**config.mk**
```make
export PLATFORM = sky130hd
export DESIGN_NAME = pt_xlate
export DESIGN_NICKNAME = d
export VERILOG_FILES = /design/src/rtl/pt_xlate_pkg.sv /design/src/rtl/pt_xlate_ctrl.sv /design/src/rtl/pt_xlate_dp.sv /design/src/rtl/pt_xlate.sv
export SDC_FILE = /design/constraint.sdc
export NUM_CORES = 1
export LEC_CHECK = 0
export BUFFER_PORTS_ARGS = -buffer_cell sky130_fd_sc_hd__buf_2
export CAP_MARGIN = 20
export CELL_PAD_IN_SITES_DETAIL_PLACEMENT = 1
export CELL_PAD_IN_SITES_GLOBAL_PLACEMENT = 1
export CORE_AREA = 5 5 92 179
export CTS_CLUSTER_DIAMETER = 60
export DETAILED_ROUTE_END_ITERATION = 7
export DIE_AREA = 0 0 97 184
export HOLD_SLACK_MARGIN = 0.08
export PLACE_DENSITY_LB_ADDON = 0.1
export SYNTH_ARGS = -nofsm -noshare
export SYNTH_HDL_FRONTEND = slang
export SYNTH_SLANG_ARGS = --single-unit
export TNS_END_PERCENT = 30
```
**constraint.sdc**
```tcl
create_clock -name clk -period 4.6 [get_ports clk]
set_input_delay 0.69 -clock clk [delete_from_list [all_inputs] [get_ports clk]]
set_output_delay 0.69 -clock clk [all_outputs]
set_load 0.01 [all_outputs]
```
**src/rtl/pt_xlate_pkg.sv**
```systemverilog
package pt_xlate_pkg;

  typedef enum logic [1:0] {
    CAUSE_NONE    = 2'b00,
    CAUSE_BOUNDS  = 2'b01,
    CAUSE_INVALID = 2'b10,
    CAUSE_WPROT   = 2'b11
  } cause_e;

  // strobes from control to datapath
  typedef struct packed {
    logic capture;     // latch the incoming request
    logic loadBounds;  // record a bounds fault
    logic loadEntry;   // evaluate the returned table entry
  } ctlStrobe_t;

endpackage

```
**src/rtl/pt_xlate_ctrl.sv**
```systemverilog
module pt_xlate_ctrl
  import pt_xlate_pkg::*;
(
  input  logic       clk,
  input  logic       rstN,
  input  logic       reqValid,
  input  logic       outOfBounds,
  input  logic       memRdDataValid,
  input  logic       rspReady,
  output logic       reqReady,
  output logic       memRdReq,
  output logic       rspValid,
  output ctlStrobe_t strobe
);

  typedef enum logic [1:0] {ST_IDLE, ST_ISSUE, ST_WAIT, ST_RESP} state_e;

  state_e stateQ, stateD;

  always_comb begin
    stateD = stateQ;
    strobe = '0;
    unique case (stateQ)
      ST_IDLE: begin
        if (reqValid) begin
          strobe.capture = 1'b1;
          if (outOfBounds) begin
            strobe.loadBounds = 1'b1;
            stateD = ST_RESP;
          end else begin
            stateD = ST_ISSUE;
          end
        end
      end
      ST_ISSUE: stateD = ST_WAIT;
      ST_WAIT: begin
        if (memRdDataValid) begin
          strobe.loadEntry = 1'b1;
          stateD = ST_RESP;
        end
      end
      ST_RESP: begin
        if (rspReady) stateD = ST_IDLE;
      end
      default: stateD = ST_IDLE;
    endcase
  end

  always_ff @(posedge clk or negedge rstN) begin
    if (!rstN) stateQ <= ST_IDLE;
    else       stateQ <= stateD;
  end

  assign reqReady = (stateQ == ST_IDLE);
  assign memRdReq = (stateQ == ST_ISSUE);
  assign rspValid = (stateQ == ST_RESP);

  AST_SINGLE_READ: assert property (@(posedge clk) disable iff (!rstN)
    memRdReq |=> !memRdReq);

  AST_RSP_HOLD: assert property (@(posedge clk) disable iff (!rstN)
    rspValid && !rspReady |=> rspValid);

  AST_NO_READ_IDLE: assert property (@(posedge clk) disable iff (!rstN)
    reqReady |-> !memRdReq);

endmodule

```
**src/rtl/pt_xlate_dp.sv**
```systemverilog
module pt_xlate_dp
  import pt_xlate_pkg::*;
#(
  parameter int VA_W      = 32,
  parameter int PA_W      = 32,
  parameter int PAGE_BITS = 12,
  parameter int ENTRY_W   = 32
) (
  input  logic               clk,
  input  logic               rstN,
  input  logic               cfgWrEn,
  input  logic               cfgSel,
  input  logic [PA_W-1:0]    cfgWrData,
  input  logic [VA_W-1:0]    reqVaddr,
  input  logic               reqWrite,
  input  logic [ENTRY_W-1:0] memRdData,
  input  ctlStrobe_t         strobe,
  input  logic               rspValidIn,
  input  logic               rspReadyIn,
  output logic               outOfBounds,
  output logic [PA_W-1:0]    memRdAddr,
  output logic [PA_W-1:0]    rspPaddr,
  output logic [1:0]         rspCause
);

  localparam int VPN_W   = VA_W - PAGE_BITS;
  localparam int FRAME_W = PA_W - PAGE_BITS;
  localparam int LEN_W   = VPN_W + 1;
  localparam int VALID_B = 1;
  localparam int RO_B    = 0;

  logic [PA_W-1:0]  baseQ;
  logic [LEN_W-1:0] lengthQ;
  logic [VA_W-1:0]  vaddrQ;
  logic             writeQ;
  logic [PA_W-1:0]  paddrQ;
  cause_e           causeQ;

  logic [VPN_W-1:0]   vpnIn;
  logic [VPN_W-1:0]   vpnQ;
  logic [FRAME_W-1:0] entryFrame;
  logic               entryValid;
  logic               entryRo;
  logic               unusedEntryBits;
  logic               unusedCfgBits;

  assign vpnIn       = reqVaddr[VA_W-1:PAGE_BITS];
  assign vpnQ        = vaddrQ[VA_W-1:PAGE_BITS];
  assign outOfBounds = ({1'b0, vpnIn} >= lengthQ);
  assign memRdAddr   = baseQ + (PA_W'(vpnQ) << 2);

  assign entryFrame = memRdData[ENTRY_W-1 -: FRAME_W];
  assign entryValid = memRdData[VALID_B];
  assign entryRo    = memRdData[RO_B];

  generate
    if (ENTRY_W - FRAME_W > 2) begin : g_spare
      assign unusedEntryBits = ^memRdData[ENTRY_W-FRAME_W-1:2];
    end else begin : g_nospare
      assign unusedEntryBits = 1'b0;
    end
    if (PA_W > LEN_W) begin : g_cfgspare
      assign unusedCfgBits = ^cfgWrData[PA_W-1:LEN_W];
    end else begin : g_cfgnospare
      assign unusedCfgBits = 1'b0;
    end
  endgenerate

  // configuration registers
  always_ff @(posedge clk or negedge rstN) begin
    if (!rstN) begin
      baseQ   <= '0;
      lengthQ <= '0;
    end else if (cfgWrEn) begin
      if (cfgSel) lengthQ <= cfgWrData[LEN_W-1:0];
      else        baseQ   <= cfgWrData;
    end
  end

  // request capture and answer formation
  always_ff @(posedge clk or negedge rstN) begin
    if (!rstN) begin
      vaddrQ <= '0;
      writeQ <= 1'b0;
      paddrQ <= '0;
      causeQ <= CAUSE_NONE;
    end else begin
      if (strobe.capture) begin
        vaddrQ <= reqVaddr;
        writeQ <= reqWrite;
      end
      if (strobe.loadBounds) begin
        paddrQ <= '0;
        causeQ <= CAUSE_BOUNDS;
      end else if (strobe.loadEntry) begin
        if (!entryValid) begin
          paddrQ <= '0;
          causeQ <= CAUSE_INVALID;
        end else if (writeQ && entryRo) begin
          paddrQ <= '0;
          causeQ <= CAUSE_WPROT;
        end else begin
          paddrQ <= {entryFrame, vaddrQ[PAGE_BITS-1:0]};
          causeQ <= CAUSE_NONE;
        end
      end
    end
  end

  assign rspPaddr = paddrQ;
  assign rspCause = causeQ;

  AST_PADDR_OFFSET: assert property (@(posedge clk) disable iff (!rstN)
    rspValidIn && causeQ == CAUSE_NONE |-> rspPaddr[PAGE_BITS-1:0] == vaddrQ[PAGE_BITS-1:0]);

  AST_FAULT_ZERO: assert property (@(posedge clk) disable iff (!rstN)
    rspValidIn && causeQ != CAUSE_NONE |-> rspPaddr == '0);

  AST_RSP_STABLE: assert property (@(posedge clk) disable iff (!rstN)
    rspValidIn && !rspReadyIn |=> $stable(rspPaddr) && $stable(rspCause));

endmodule

```
**src/rtl/pt_xlate.sv**
```systemverilog
module pt_xlate
  import pt_xlate_pkg::*;
#(
  parameter int VA_W      = 32,
  parameter int PA_W      = 32,
  parameter int PAGE_BITS = 12,
  parameter int ENTRY_W   = 32
) (
  input  logic               clk,
  input  logic               rstN,
  input  logic               cfgWrEn,
  input  logic               cfgSel,
  input  logic [PA_W-1:0]    cfgWrData,
  input  logic               reqValid,
  output logic               reqReady,
  input  logic [VA_W-1:0]    reqVaddr,
  input  logic               reqWrite,
  output logic               rspValid,
  input  logic               rspReady,
  output logic [PA_W-1:0]    rspPaddr,
  output logic               rspFault,
  output logic [1:0]         rspCause,
  output logic               memRdReq,
  output logic [PA_W-1:0]    memRdAddr,
  input  logic               memRdDataValid,
  input  logic [ENTRY_W-1:0] memRdData
);

  ctlStrobe_t strobe;
  logic       outOfBounds;

  pt_xlate_ctrl i_ctrl (
    .clk            (clk),
    .rstN           (rstN),
    .reqValid       (reqValid),
    .outOfBounds    (outOfBounds),
    .memRdDataValid (memRdDataValid),
    .rspReady       (rspReady),
    .reqReady       (reqReady),
    .memRdReq       (memRdReq),
    .rspValid       (rspValid),
    .strobe         (strobe)
  );

  pt_xlate_dp #(
    .VA_W      (VA_W),
    .PA_W      (PA_W),
    .PAGE_BITS (PAGE_BITS),
    .ENTRY_W   (ENTRY_W)
  ) i_dp (
    .clk         (clk),
    .rstN        (rstN),
    .cfgWrEn     (cfgWrEn),
    .cfgSel      (cfgSel),
    .cfgWrData   (cfgWrData),
    .reqVaddr    (reqVaddr),
    .reqWrite    (reqWrite),
    .memRdData   (memRdData),
    .strobe      (strobe),
    .rspValidIn  (rspValid),
    .rspReadyIn  (rspReady),
    .outOfBounds (outOfBounds),
    .memRdAddr   (memRdAddr),
    .rspPaddr    (rspPaddr),
    .rspCause    (rspCause)
  );

  assign rspFault = (rspCause != 2'b00);

endmodule

```
Word level (Yosys, flattened, before mapping)
Cells that the tools add are included.
- register bits: 122
- logic and storage cells: 41
- reduce and logical (&&, ||, !) cells: 7
- equal/unequal tests: 6
- add/subtract/negate cells: 1
- magnitude comparators: 1
- multiplexer cells: 18
- bitwise logic cells: 1
- operator list (operator ; count):
    2-to-1 mux 32 bit ; 4
    adder 32 x 22 -> 32 bit ; 1
    >= comparator 20 x 21 -> 1 bit ; 1
    2-to-1 mux 2 bit ; 10
    one-hot mux 2 bit (4 select lines) ; 1
    equality test 2 bit (second input constant) ; 2
    != test 2 bit (second input constant) ; 2
    AND reduction 2 bit ; 2
    nonzero test 2 bit ; 2
    2-to-1 mux 1 bit ; 3
    AND reduction 3 bit ; 1
    equality test 2 x 1 -> 1 bit (second input constant) ; 1
    logical NOT 2 bit ; 1
    != test 2 x 1 -> 1 bit (second input constant) ; 1
    logical AND 1 bit ; 1
    NOT 1 bit ; 1

Logic depth before layout (Yosys ltp)
Gate-level depths: netlist of the first run.
- depth after elaboration: 5
- gate-level depth with buffers: 9
- depth with buffers taken out: 8

Cells and area by module
From an unflattened synthesis of the first run, not the netlist that was laid out.
- cells, all modules: 516
- area, all modules: 6236.0 sq um
- modules (own cells, without submodules) (module ; sequential area each (sq um) ; area each (sq um) ; times used ; cells an instance):
    pt_xlate_dp ; 3002.9 ; 6033.3 ; 1 ; 495
    pt_xlate_ctrl ; 50.0 ; 196.4 ; 1 ; 20
    pt_xlate ; 0.0 ; 6.3 ; 1 ; 1

Least setup slack after synthesis of the first run
OpenSTA, ideal clock, no wires.
- path type: register to output
- start point: register i_dp.vaddrQ[12]
- end point: output memRdAddr[20]
- stages on the path, launching flop included: 9
- setup slack: 1.760 ns
- arrival time: 2.150 ns
- buffers on the path: 0
- path through: dfrtp_1 -> ha_1 -> fa_1 -> a21oi_2 -> o221ai_4 -> a221oi_1 -> nor3_1 -> o22ai_1 -> xnor2_1
- cells in the longest elaborated chain, start to end: 1
- RTL lines (element ; line ; source):
    from (decl) ; pt_xlate_dp.sv:34 ; logic [VA_W-1:0] vaddrQ;
    from (signal assigned) ; pt_xlate_dp.sv:89 ; vaddrQ <= reqVaddr;
    adder 32 x 22 -> 32 bit ; pt_xlate_dp.sv:50 ; assign memRdAddr = baseQ + (PA_W'(vpnQ) << 2);
    to (decl) ; pt_xlate.sv:24 ; output logic [PA_W-1:0] memRdAddr,
No other way between the ends.

Final worst setup path of the first run
Ends and elaborated chain as after synthesis.

==> results of run 1 <==
metal layers:
layer | global-route usage (%) | vias up | share of wire (%)
li1 | - | 2330 | -
met1 | 20.1 | 2448 | 34
met2 | 41.3 | 119 | 59
met3 | 5.28 | 32 | 4.6
met5 | 0 | - | 0
met4 | 9.00 | 0 | 3.1
cell type report:
class                      instances  area [um2]  share of cell area, %
sequential                       122        3050                   38.1
multi-input combinational        379        3150                   39.3
inverter                          31         116                   1.45
tap                              195         244                   3.04
timing repair buffer             168         868                   10.8
clock buffer                      19         453                   5.65
clock inverter                    12         139                   1.73
worst min path at each step:
stage and to:
5_1_grt i_dp.lengthQ[12], 6_report i_dp.baseQ[12], 3_3_place_gp i_dp.baseQ[0], 2_1_floorplan i_ctrl.stateQ[0], 3_5_place_dp i_dp.baseQ[1], 4_1_cts i_dp.vaddrQ[24]
synthesized netlist by cell type, types with 3 or more instances:
cell / instances / area share, %
sky130_fd_sc_hd__and2_1: 3 / 0.29
sky130_fd_sc_hd__dfrtp_1: 122 / 48
sky130_fd_sc_hd__and3_1: 5 / 0.49
sky130_fd_sc_hd__nor2b_1: 3 / 0.29
sky130_fd_sc_hd__buf_2: 6 / 0.47
sky130_fd_sc_hd__o21ai_0: 15 / 1.2
sky130_fd_sc_hd__mux2_1: 6 / 1.1
sky130_fd_sc_hd__nand3_1: 10 / 0.78
sky130_fd_sc_hd__a21o_1: 8 / 0.94
sky130_fd_sc_hd__xnor2_1: 19 / 2.6
sky130_fd_sc_hd__ha_1: 44 / 8.6
sky130_fd_sc_hd__inv_1: 31 / 1.8
sky130_fd_sc_hd__nor3_1: 5 / 0.39
sky130_fd_sc_hd__mux2_2: 79 / 14
sky130_fd_sc_hd__a211o_1: 4 / 0.55
sky130_fd_sc_hd__buf_1: 3 / 0.18
sky130_fd_sc_hd__o21a_1: 3 / 0.35
sky130_fd_sc_hd__a211oi_1: 4 / 0.47
sky130_fd_sc_hd__o2111ai_1: 3 / 0.41
sky130_fd_sc_hd__o21ai_1: 5 / 0.39
sky130_fd_sc_hd__nor2_1: 45 / 2.6
sky130_fd_sc_hd__o211ai_1: 6 / 0.70
sky130_fd_sc_hd__nand4_1: 6 / 0.59
sky130_fd_sc_hd__xor2_1: 9 / 1.2
sky130_fd_sc_hd__a22oi_1: 33 / 3.9
sky130_fd_sc_hd__nand2_1: 17 / 0.99
sky130_fd_sc_hd__clkbuf_1: 14 / 0.82
sky130_fd_sc_hd__a21oi_1: 19 / 1.5
state kept, by name, summed over array words and instances, names as in the netlist:
signal         cells
i_dp.baseQ        32
i_dp.rspPaddr     32
i_dp.vaddrQ       32
i_dp.lengthQ      21
i_ctrl.stateQ      2
i_dp.rspCause      2
i_dp.writeQ        1
power by group through the flow:
stage          Clock (mW)  Combinational [mW]  Sequential (mW)
2_1_floorplan           0                1.60             1.64
3_3_place_gp            0                2.45             1.62
3_5_place_dp            0                2.53             1.64
4_1_cts              1.38                2.54             1.62
5_1_grt              1.44                2.74             1.66
6_report             1.34                2.49             1.62
kinds of logic after synthesis:
| group | share of synthesized area [%] |
|---|---|
| AOI/OAI and AO/OA | 13.4 |
| muxes | 15.1 |
| buffers and inverters | 3.59 |
| DFF | 47.6 |
| and+or+nand+nor | 7.63 |
| xor gates and xnor gates | 3.82 |
| adders and majority gates | 8.90 |
through the flow:
| stage | hold slack (ps) | setup WS, ps | power, mW | cells | util, % |
|---|---|---|---|---|---|
| after floorplan | 394 | 1760 | 3.24 | 558 | - |
| after global placement | 465 | 1320 | 4.07 | 895 | 49.9 |
| after detailed placement | 480 | 1320 | 4.17 | 895 | 49.9 |
| after CTS | 367 | 881 | 5.55 | 926 | 53.9 |
| after global routing | 400 | 762 | 5.84 | 926 | 53.9 |
| final | 344 | 894 | 5.45 | 926 | 53.9 |
==> reports/metrics.cfg, run 1 <==
[sta]
worst_slew_margin_rel_pct = 26.4
maxSlewViolCount = 0
tightestPinTransition_ps = 1100
rsz0062_at_grt = no
timing.clock.skew_ps = 9.45
fin_setup_tns_ps = 0
timing_hold_violations_final = 0
fin_crit_ps = 3710
fmax_mhz = 270
setup_viol = 0
finalCritPeriodShare_pct = 80.6

[yosys]
postSynth.asyncResetShare_pct = 100
synth_flop_cell = sky130_fd_sc_hd__dfrtp_1
post_synth_inst_count = 558
yosys.cell_types.count = 54
synth_nets = 707
postSynthRegisterBits = 122
postSynthAreaPerCell_um2 = 11.5
seq_area_frac_synth_pct = 47.6
yosysWarnings = 0
synth_enable_flop_cells = 0
netlist_area_um2 = 6410

[worst_setup_path]
critical_path.max_stage_delay_ps = 510
worstSetupEndpointType = output pin
reg2regPathDepth = 8
cp_data_arrival_time_ps = 3020
critPathCapture = memRdAddr[20]
critical_path_cell_with_the_highest_stage_delay = sky130_fd_sc_hd__a221oi_1
regToRegEndpoint = i_dp.rspPaddr[1]
reg2reg_setup_slack_ps = 2020
critical_path.cell_chain = ha_1, fa_1, a21oi_2, o221ai_4, a221oi_1, nor3_1, o22ai_1, xnor2_1, buf_2
cp.required_ps = 3910
reg2reg_from = i_dp.lengthQ[5]
critical_path.n_buffers_inverters = 1
critical_path_peak_fanout = 4
critical_path_depth = 9
cp_top_family = compound AO/OA/AOI/OAI gates
timing.critical_path.from = i_dp.vaddrQ[12]
worstSetupPathType = reg -> out
cp-start-kind = register

[power]
seq_power_share_pct = 29.7
power.density_nw_per_um2 = 680
max-vdd-ir-drop_mv = 0.381
switchingPower_mw = 2.12
internal-power_mw = 3.33
share_comb_of_total_power_pct = 45.7
p_leak_nw = 3.95
swShare_pct = 38.8
clock_power_share_pct = 24.6

[cells_and_area]
nNetsFinal = 868
drive_gt1_share_pct = 39.9
finalInstanceArea_um2 = 8020
commonest_non_fill_non_tap_cell_in_the_layout = sky130_fd_sc_hd__buf_2
area.growth.synth_to_final_pct = 25.1
fill_cells = 1636
diodes = 0
commonest_cells_after_routing_fill_and_taps_aside = sky130_fd_sc_hd__buf_2 (162), sky130_fd_sc_hd__dfrtp_1 (122), sky130_fd_sc_hd__mux2_2 (79)

[global_route]
grt_pass1_vias = 5695
antenna_found_initial = 0
gr-usage-all-layers_pct = 20.9
overflow = 0
maximum_number_of_pins_on_one_net_before_global_route_repair = 64
grt_pass1_wl_um = 29400

[min_path]
kind_of_path_behind_the_tightest_hold_check = in -> async

[routing]
via_to_cell_ratio = 5.32
wirelength_routed_um = 18200
drt_pre_antenna_iters = 4
final_antenna_net_count = 0
num_vias = 4929
route.detailed.drc = 0
routed_wire_length_per_instance_um = 19.7
detailedRoute.firstIterationViolations = 82

[clock_tree]
clock_tree.root_cell = sky130_fd_sc_hd__clkbuf_16
cts_tree = yes
clk_latency_ps = 410
clock_path_buffers = 2
cts_sinks = 122
cts_inserted_buffers = 17
post_cts_buffers = 0
post_cts.resized_instances = 0
holdBufCountCts = 0
max_h_tree_level = 4
clk_pin_slew_worst_paths_ps = 60

[die]
die_w_um = 97
die_area_um2 = 17800
rows = 63
die-height_um = 184
start_util_pct = 43.1
ioPinCount = 174
core_um2 = 14900

[place]
placement.io_buffers = 163
gp_congestion = 0.816
place_hpwl_um = 13900
detailed_place.area_um2 = 7430

[outcome]
outcome = finished clean

[flow_run]
timing.max_cap.violations = 0

(Power assumes the default switching activity.)
==> run 2: changes to the inputs <==
CORE_AREA = 5 5 100 195   (was 5 5 92 179)
DIE_AREA = 0 0 105 200   (was 0 0 97 184)
clock period = 3.15 ns   (was 4.6 ns; I/O delays follow)
==> run 2 against run 1 <==
Worst setup slack got worse by 860 ps. Sequential cell count unchanged. Wire length increased by 4.1%. Sequential power increased by 49%. Sequential share of layout area decreased by 1.9 points. Clock skew decreased by 1.6 ps. Core utilization decreased by 6.4 points. Global-route usage decreased by 2.6 points. Register-to-register slack got worse by 1200 ps. Largest cell class unchanged. Largest power group unchanged.
==> reports/metrics.cfg, run 2 (same netlist as run 1, synthesis figures left out) <==
[die]
die-height_um = 200  ; +8.7%
ioPinCount = 174  ; unchanged
start_util_pct = 36.1  ; -7.0 points
core_um2 = 17800  ; +19%
die_area_um2 = 21000  ; +18%
rows = 69  ; +9.5%
die_w_um = 105  ; +8.2%

[power]
fin_total_pwr_mw = 8.54  ; +57%
max-vdd-ir-drop_mv = 0.560  ; +47%
power.density_nw_per_um2 = 1010  ; +49%
p_leak_nw = 4.07  ; +3.0%

[sta]
maxSlewViolCount = 0  ; unchanged
timing_hold_violations_final = 0  ; unchanged
timing.final.ws_setup_ps = 36.3  ; -858 ps
timing.clock.skew_ps = 7.86  ; -1.59 ps
tightestPinTransition_ps = 693  ; -409 ps
setup_viol = 0  ; unchanged
fin_crit_ps = 3110
finalCritPeriodShare_pct = 98.8
worst_slew_margin_rel_pct = 53.7  ; +27 points
rsz0062_at_grt = yes
fmax_mhz = 321

[routing]
via_to_cell_ratio = 5.30  ; -0.48%
route.detailed.drc = 0  ; unchanged
routed_wire_length_per_instance_um = 19.7  ; +0.19%
drt_pre_antenna_iters = 4  ; unchanged
detailedRoute.firstIterationViolations = 97  ; +18%
final_antenna_net_count = 0  ; unchanged
wirelength_routed_um = 19000  ; +4.1%
num_vias = 5096  ; +3.4%

[cells_and_area]
nNetsFinal = 885  ; +2.0%
finalInstanceArea_um2 = 8440  ; +5.2%
area.growth.synth_to_final_pct = 31.6
drive_gt1_share_pct = 44.7  ; +4.8 points
commonest_non_fill_non_tap_cell_in_the_layout = sky130_fd_sc_hd__buf_2
fill_cells = 1951  ; +19%
final_util_pct = 47.4  ; -6.4 points
commonest_cells_after_routing_fill_and_taps_aside = sky130_fd_sc_hd__buf_2 (161), sky130_fd_sc_hd__dfrtp_1 (122), sky130_fd_sc_hd__mux2_2 (79)
diodes = 0  ; unchanged

[global_route]
grt_pass1_vias = 5866  ; +3.0%
gr-usage-all-layers_pct = 18.4  ; -2.6 points
overflow = 0  ; unchanged
antenna_found_initial = 2  ; +2
grt_pass1_wl_um = 30300  ; +3.2%
maximum_number_of_pins_on_one_net_before_global_route_repair = 54  ; -16%

[place]
placement.io_buffers = 163  ; unchanged
detailed_place.area_um2 = 7520  ; +1.1%
dpl_worst_slack_ps = 201  ; -1120 ps
place_hpwl_um = 14400  ; +3.5%
gp_congestion = 0.808  ; -1.0%

[clock_tree]
clock_tree.root_cell = sky130_fd_sc_hd__clkbuf_16
clock_path_buffers = 2  ; unchanged
cts_sinks = 122  ; unchanged
max_h_tree_level = 4  ; unchanged
cts_inserted_buffers = 17  ; unchanged
cts_tree = yes
clk_latency_ps = 420  ; about the same
clk_pin_slew_worst_paths_ps = 60  ; about the same

[worst_setup_path]
cp-start-kind = register
cp_data_arrival_time_ps = 2640  ; -380 ps
timing.critical_path.from = i_dp.vaddrQ[24]
cp.required_ps = 2680  ; -1230 ps
reg2reg_from = i_dp.lengthQ[15]
critical_path_peak_fanout = 8  ; +4
worstSetupEndpointType = output pin
worstSetupPathType = reg -> out

[outcome]
outcome = finished clean

[min_path]
kind_of_path_behind_the_tightest_hold_check = in -> reg
hold_start = reqVaddr[3]

[flow_run]
timing.max_cap.violations = 0  ; unchanged

run 2: worst paths after layout:
kind / cells past startpoint / slack [ps] / to
worst max-delay path: 8 / 40 / memRdAddr[20]
worst min-delay path: 2 / 280 / i_dp.vaddrQ[3]
worst max register to register: 9 / 780 / i_dp.rspCause[0]
worst min register to register: 1 / 480 / i_dp.baseQ[1]
max in group asynchronous: 4 / 1720 / i_dp.lengthQ[16]
min in group asynchronous: 2 / 570 / i_dp.lengthQ[7]
run 2: per-stage QoR:
| step | setup TNS [ps] | hold WS [ps] | cells |
|---|---|---|---|
| after floorplan | 0 | 177 | 558 |
| after global placement | 0 | 469 | 922 |
| after detailed placement | 0 | 474 | 922 |
| after CTS | -88.7 | 261 | 960 |
| after global routing | -521 | 259 | 962 |
| final | 0 | 281 | 962 |
run 2: power breakdown:
part / switching [mW] / internal [mW] / leakage, nW
clock network: 0.800 / 1.26 / 0.295
logic: 2.15 / 1.92 / 2.28
registers: 0.339 / 2.07 / 1.49
run 2: critical path: stages (launching register included):
cell and delay, ps:
sky130_fd_sc_hd__dfrtp_1 380, sky130_fd_sc_hd__ha_1 430, sky130_fd_sc_hd__o21a_1 220, sky130_fd_sc_hd__a21oi_1 220, sky130_fd_sc_hd__o21ai_0 180, sky130_fd_sc_hd__a211o_1 340, sky130_fd_sc_hd__o22ai_2 130, sky130_fd_sc_hd__xnor2_1 150
sky130_fd_sc_hd__buf_2 170
run 2: final cells by class:
class	count	area [um2]	area share, %
multi-input combinational	379	3370	39.9
sequential	122	3050	36.2
timing repair buffer	185	1020	12.1
clock buffer	17	425	5.04
tap	213	267	3.16
clock inverter	15	189	2.24
inverter	31	116	1.38
run 2: timing repair:
action	CTS	global route
endpoints found under the hold margin	36	0
endpoints found under the setup margin	13	14
resized for setup	20	21
setup buffers	5	2
pin swaps	11	16
hold buffers	1	0
run 2: layer usage:
metal,track usage (%),routed length [um]
met2,36.1,11000
met3,5.12,1030
met4,7.21,461
met1,17.7,6480
met5,0,27
==> run 3: changes to the inputs <==
clock period = 2.8 ns   (was 3.15 ns; I/O delays follow)
==> run 3 against run 2 <==
Sequential cell count unchanged. Core utilization rose by 0.35 points. The flow now finishes with violations (negative setup slack). Design area increased by 0.74%. Highest routed layer unchanged. Largest cell class unchanged.
==> reports/metrics.cfg, run 3 (same netlist as run 1, synthesis figures left out) <==
[outcome]
outcome = finished, violations left
failing_checks = negative setup slack

[cells_and_area]
commonest_non_fill_non_tap_cell_in_the_layout = sky130_fd_sc_hd__buf_2
diodes = 0  ; unchanged
commonest_cells_after_routing_fill_and_taps_aside = sky130_fd_sc_hd__buf_2 (162), sky130_fd_sc_hd__dfrtp_1 (122), sky130_fd_sc_hd__mux2_2 (79)
fill_cells = 1978  ; +1.4%
area.growth.synth_to_final_pct = 32.5
drive_gt1_share_pct = 46.1  ; +1.3 points
nNetsFinal = 898  ; +1.5%

[power]
power.density_nw_per_um2 = 1130  ; +12%
max-vdd-ir-drop_mv = 0.657  ; +17%
p_leak_nw = 4.11  ; +1.0%
fin_total_pwr_mw = 9.62  ; +13%

[die]
die_w_um = 105  ; unchanged
die_area_um2 = 21000  ; unchanged
ioPinCount = 174  ; unchanged
rows = 69  ; unchanged
core_um2 = 17800  ; unchanged
start_util_pct = 36.1  ; unchanged
die-height_um = 200  ; unchanged

[sta]
timing.clock.skew_ps = 6.12  ; -1.74 ps
hold_slack_ps = 231  ; -50.0 ps
fin_setup_tns_ps = -3350  ; -3350 ps
worst_slew_margin_rel_pct = 53.4  ; -0.34 points
rsz0062_at_grt = yes
timing.final.ws_setup_ps = -276  ; -312 ps
fmax_mhz = 325
tightestPinTransition_ps = 692  ; -0.492 ps
finalCritPeriodShare_pct = 110
timing_hold_violations_final = 0  ; unchanged
maxSlewViolCount = 0  ; unchanged
setup_viol = 19  ; +19
fin_crit_ps = 3080

[clock_tree]
clk_latency_ps = 420  ; about the same
cts_tree = yes
clk_pin_slew_worst_paths_ps = 60  ; about the same
max_h_tree_level = 4  ; unchanged
cts_inserted_buffers = 17  ; unchanged
clock_path_buffers = 2  ; unchanged
clock_tree.root_cell = sky130_fd_sc_hd__clkbuf_16
cts_sinks = 122  ; unchanged

[place]
place_hpwl_um = 14600  ; +1.3%
dpl_worst_slack_ps = -34.1  ; -235 ps
gp_congestion = 0.821  ; +1.6%
placement.io_buffers = 163  ; unchanged

[worst_setup_path]
critical_path_cell_with_the_highest_stage_delay = sky130_fd_sc_hd__dfrtp_1
cp_data_arrival_time_ps = 2660  ; +20 ps
critical_path.cell_chain = ha_2, fa_2, a21oi_4, o221ai_4, a221oi_2, buf_4, nor3_2, o22ai_1, xnor2_1, buf_2
cp-start-kind = register
critical_path.max_stage_delay_ps = 390  ; -40 ps
worstSetupEndpointType = output pin
worstSetupPathType = reg -> out
critical_path_peak_fanout = 2  ; -6
cp.required_ps = 2380  ; -300 ps

[global_route]
gr-usage-all-layers_pct = 18.3  ; -0.047 points
maximum_number_of_pins_on_one_net_before_global_route_repair = 48  ; -11%
grt_pass1_vias = 5917  ; +0.87%
antenna_found_initial = 1  ; -1
grt_pass1_wl_um = 30400  ; +0.36%
overflow = 0  ; unchanged

[routing]
route.detailed.drc = 0  ; unchanged
via_to_cell_ratio = 5.21  ; -1.7%
wirelength_routed_um = 18900  ; -0.42%
num_vias = 5079  ; -0.33%
detailedRoute.firstIterationViolations = 92  ; -5.2%
drt_pre_antenna_iters = 4  ; unchanged
routed_wire_length_per_instance_um = 19.4  ; -1.7%
final_antenna_net_count = 0  ; unchanged

[min_path]
kind_of_path_behind_the_tightest_hold_check = in -> reg

[flow_run]
timing.max_cap.violations = 0  ; unchanged

## run 3: metal layers
layer,up-vias,track usage (%),share of wire [%]
li1,2395,-,-
met1,2541,17.7,34
met2,123,36.4,59
met3,18,4.96,5.4
met4,2,6.69,1.7
met5,-,0,0.058
## run 3: critical path: cells and delay by family (launching register included)
kind	cells	cell delay, ps
AOI/OAI and AO/OA	4	680
xor gates and xnor gates	1	170
adders and majority gates	2	580
buffers and inverters	2	350
DFF	1	390
and+or+nand+nor	1	50
## run 3: path summary, 6_finish.rpt
path,startpoint,endpoint,slack (ps),cells after the start
worst max-delay path,i_dp.baseQ[2],memRdAddr[20],-280,10
worst min-delay path,cfgWrData[29],i_dp.baseQ[29],230,2
worst max register to register,i_dp.lengthQ[15],i_dp.rspPaddr[29],540,9
worst min register to register,i_dp.baseQ[1],i_dp.baseQ[1],490,1
max in group asynchronous,rstN,i_dp.baseQ[28],1490,3
min in group asynchronous,rstN,i_dp.vaddrQ[15],590,2
## run 3: timing repair
action,4_1_cts,5_1_grt
pin swaps,18,8
hold buffers,1,0
setup buffers,3,0
resized for setup,27,11
cloned,0,0
endpoints found under the setup margin,21,22
endpoints found under the hold margin,44,0
## run 3: layout make-up
cell class                      count  area, um2  area share, %
Clock inverter                     13        169           1.99
Inverter                           31        116           1.37
Multi-Input combinational cell    379       3340           39.3
Tap cell                          213        267           3.14
Sequential cell                   122       3050           35.9
Timing Repair Buffer              198       1100           13.0
Clock buffer                       19        453           5.33
## run 3: through the flow
step,util (%),std cells,area (um2)
global placement,43.0,939,7640
floorplan,-,558,6410
CTS,47.5,975,8440
detailed placement,43.0,939,7640
global route,47.8,975,8500
finish,47.8,975,8500
## run 3: power breakdown
part | internal, mW | switching, mW | leakage (nW)
logic | 2.20 | 2.41 | 2.33
clock network | 1.45 | 0.856 | 0.292
registers | 2.33 | 0.366 | 1.49
total | 5.99 | 3.63 | 4.11
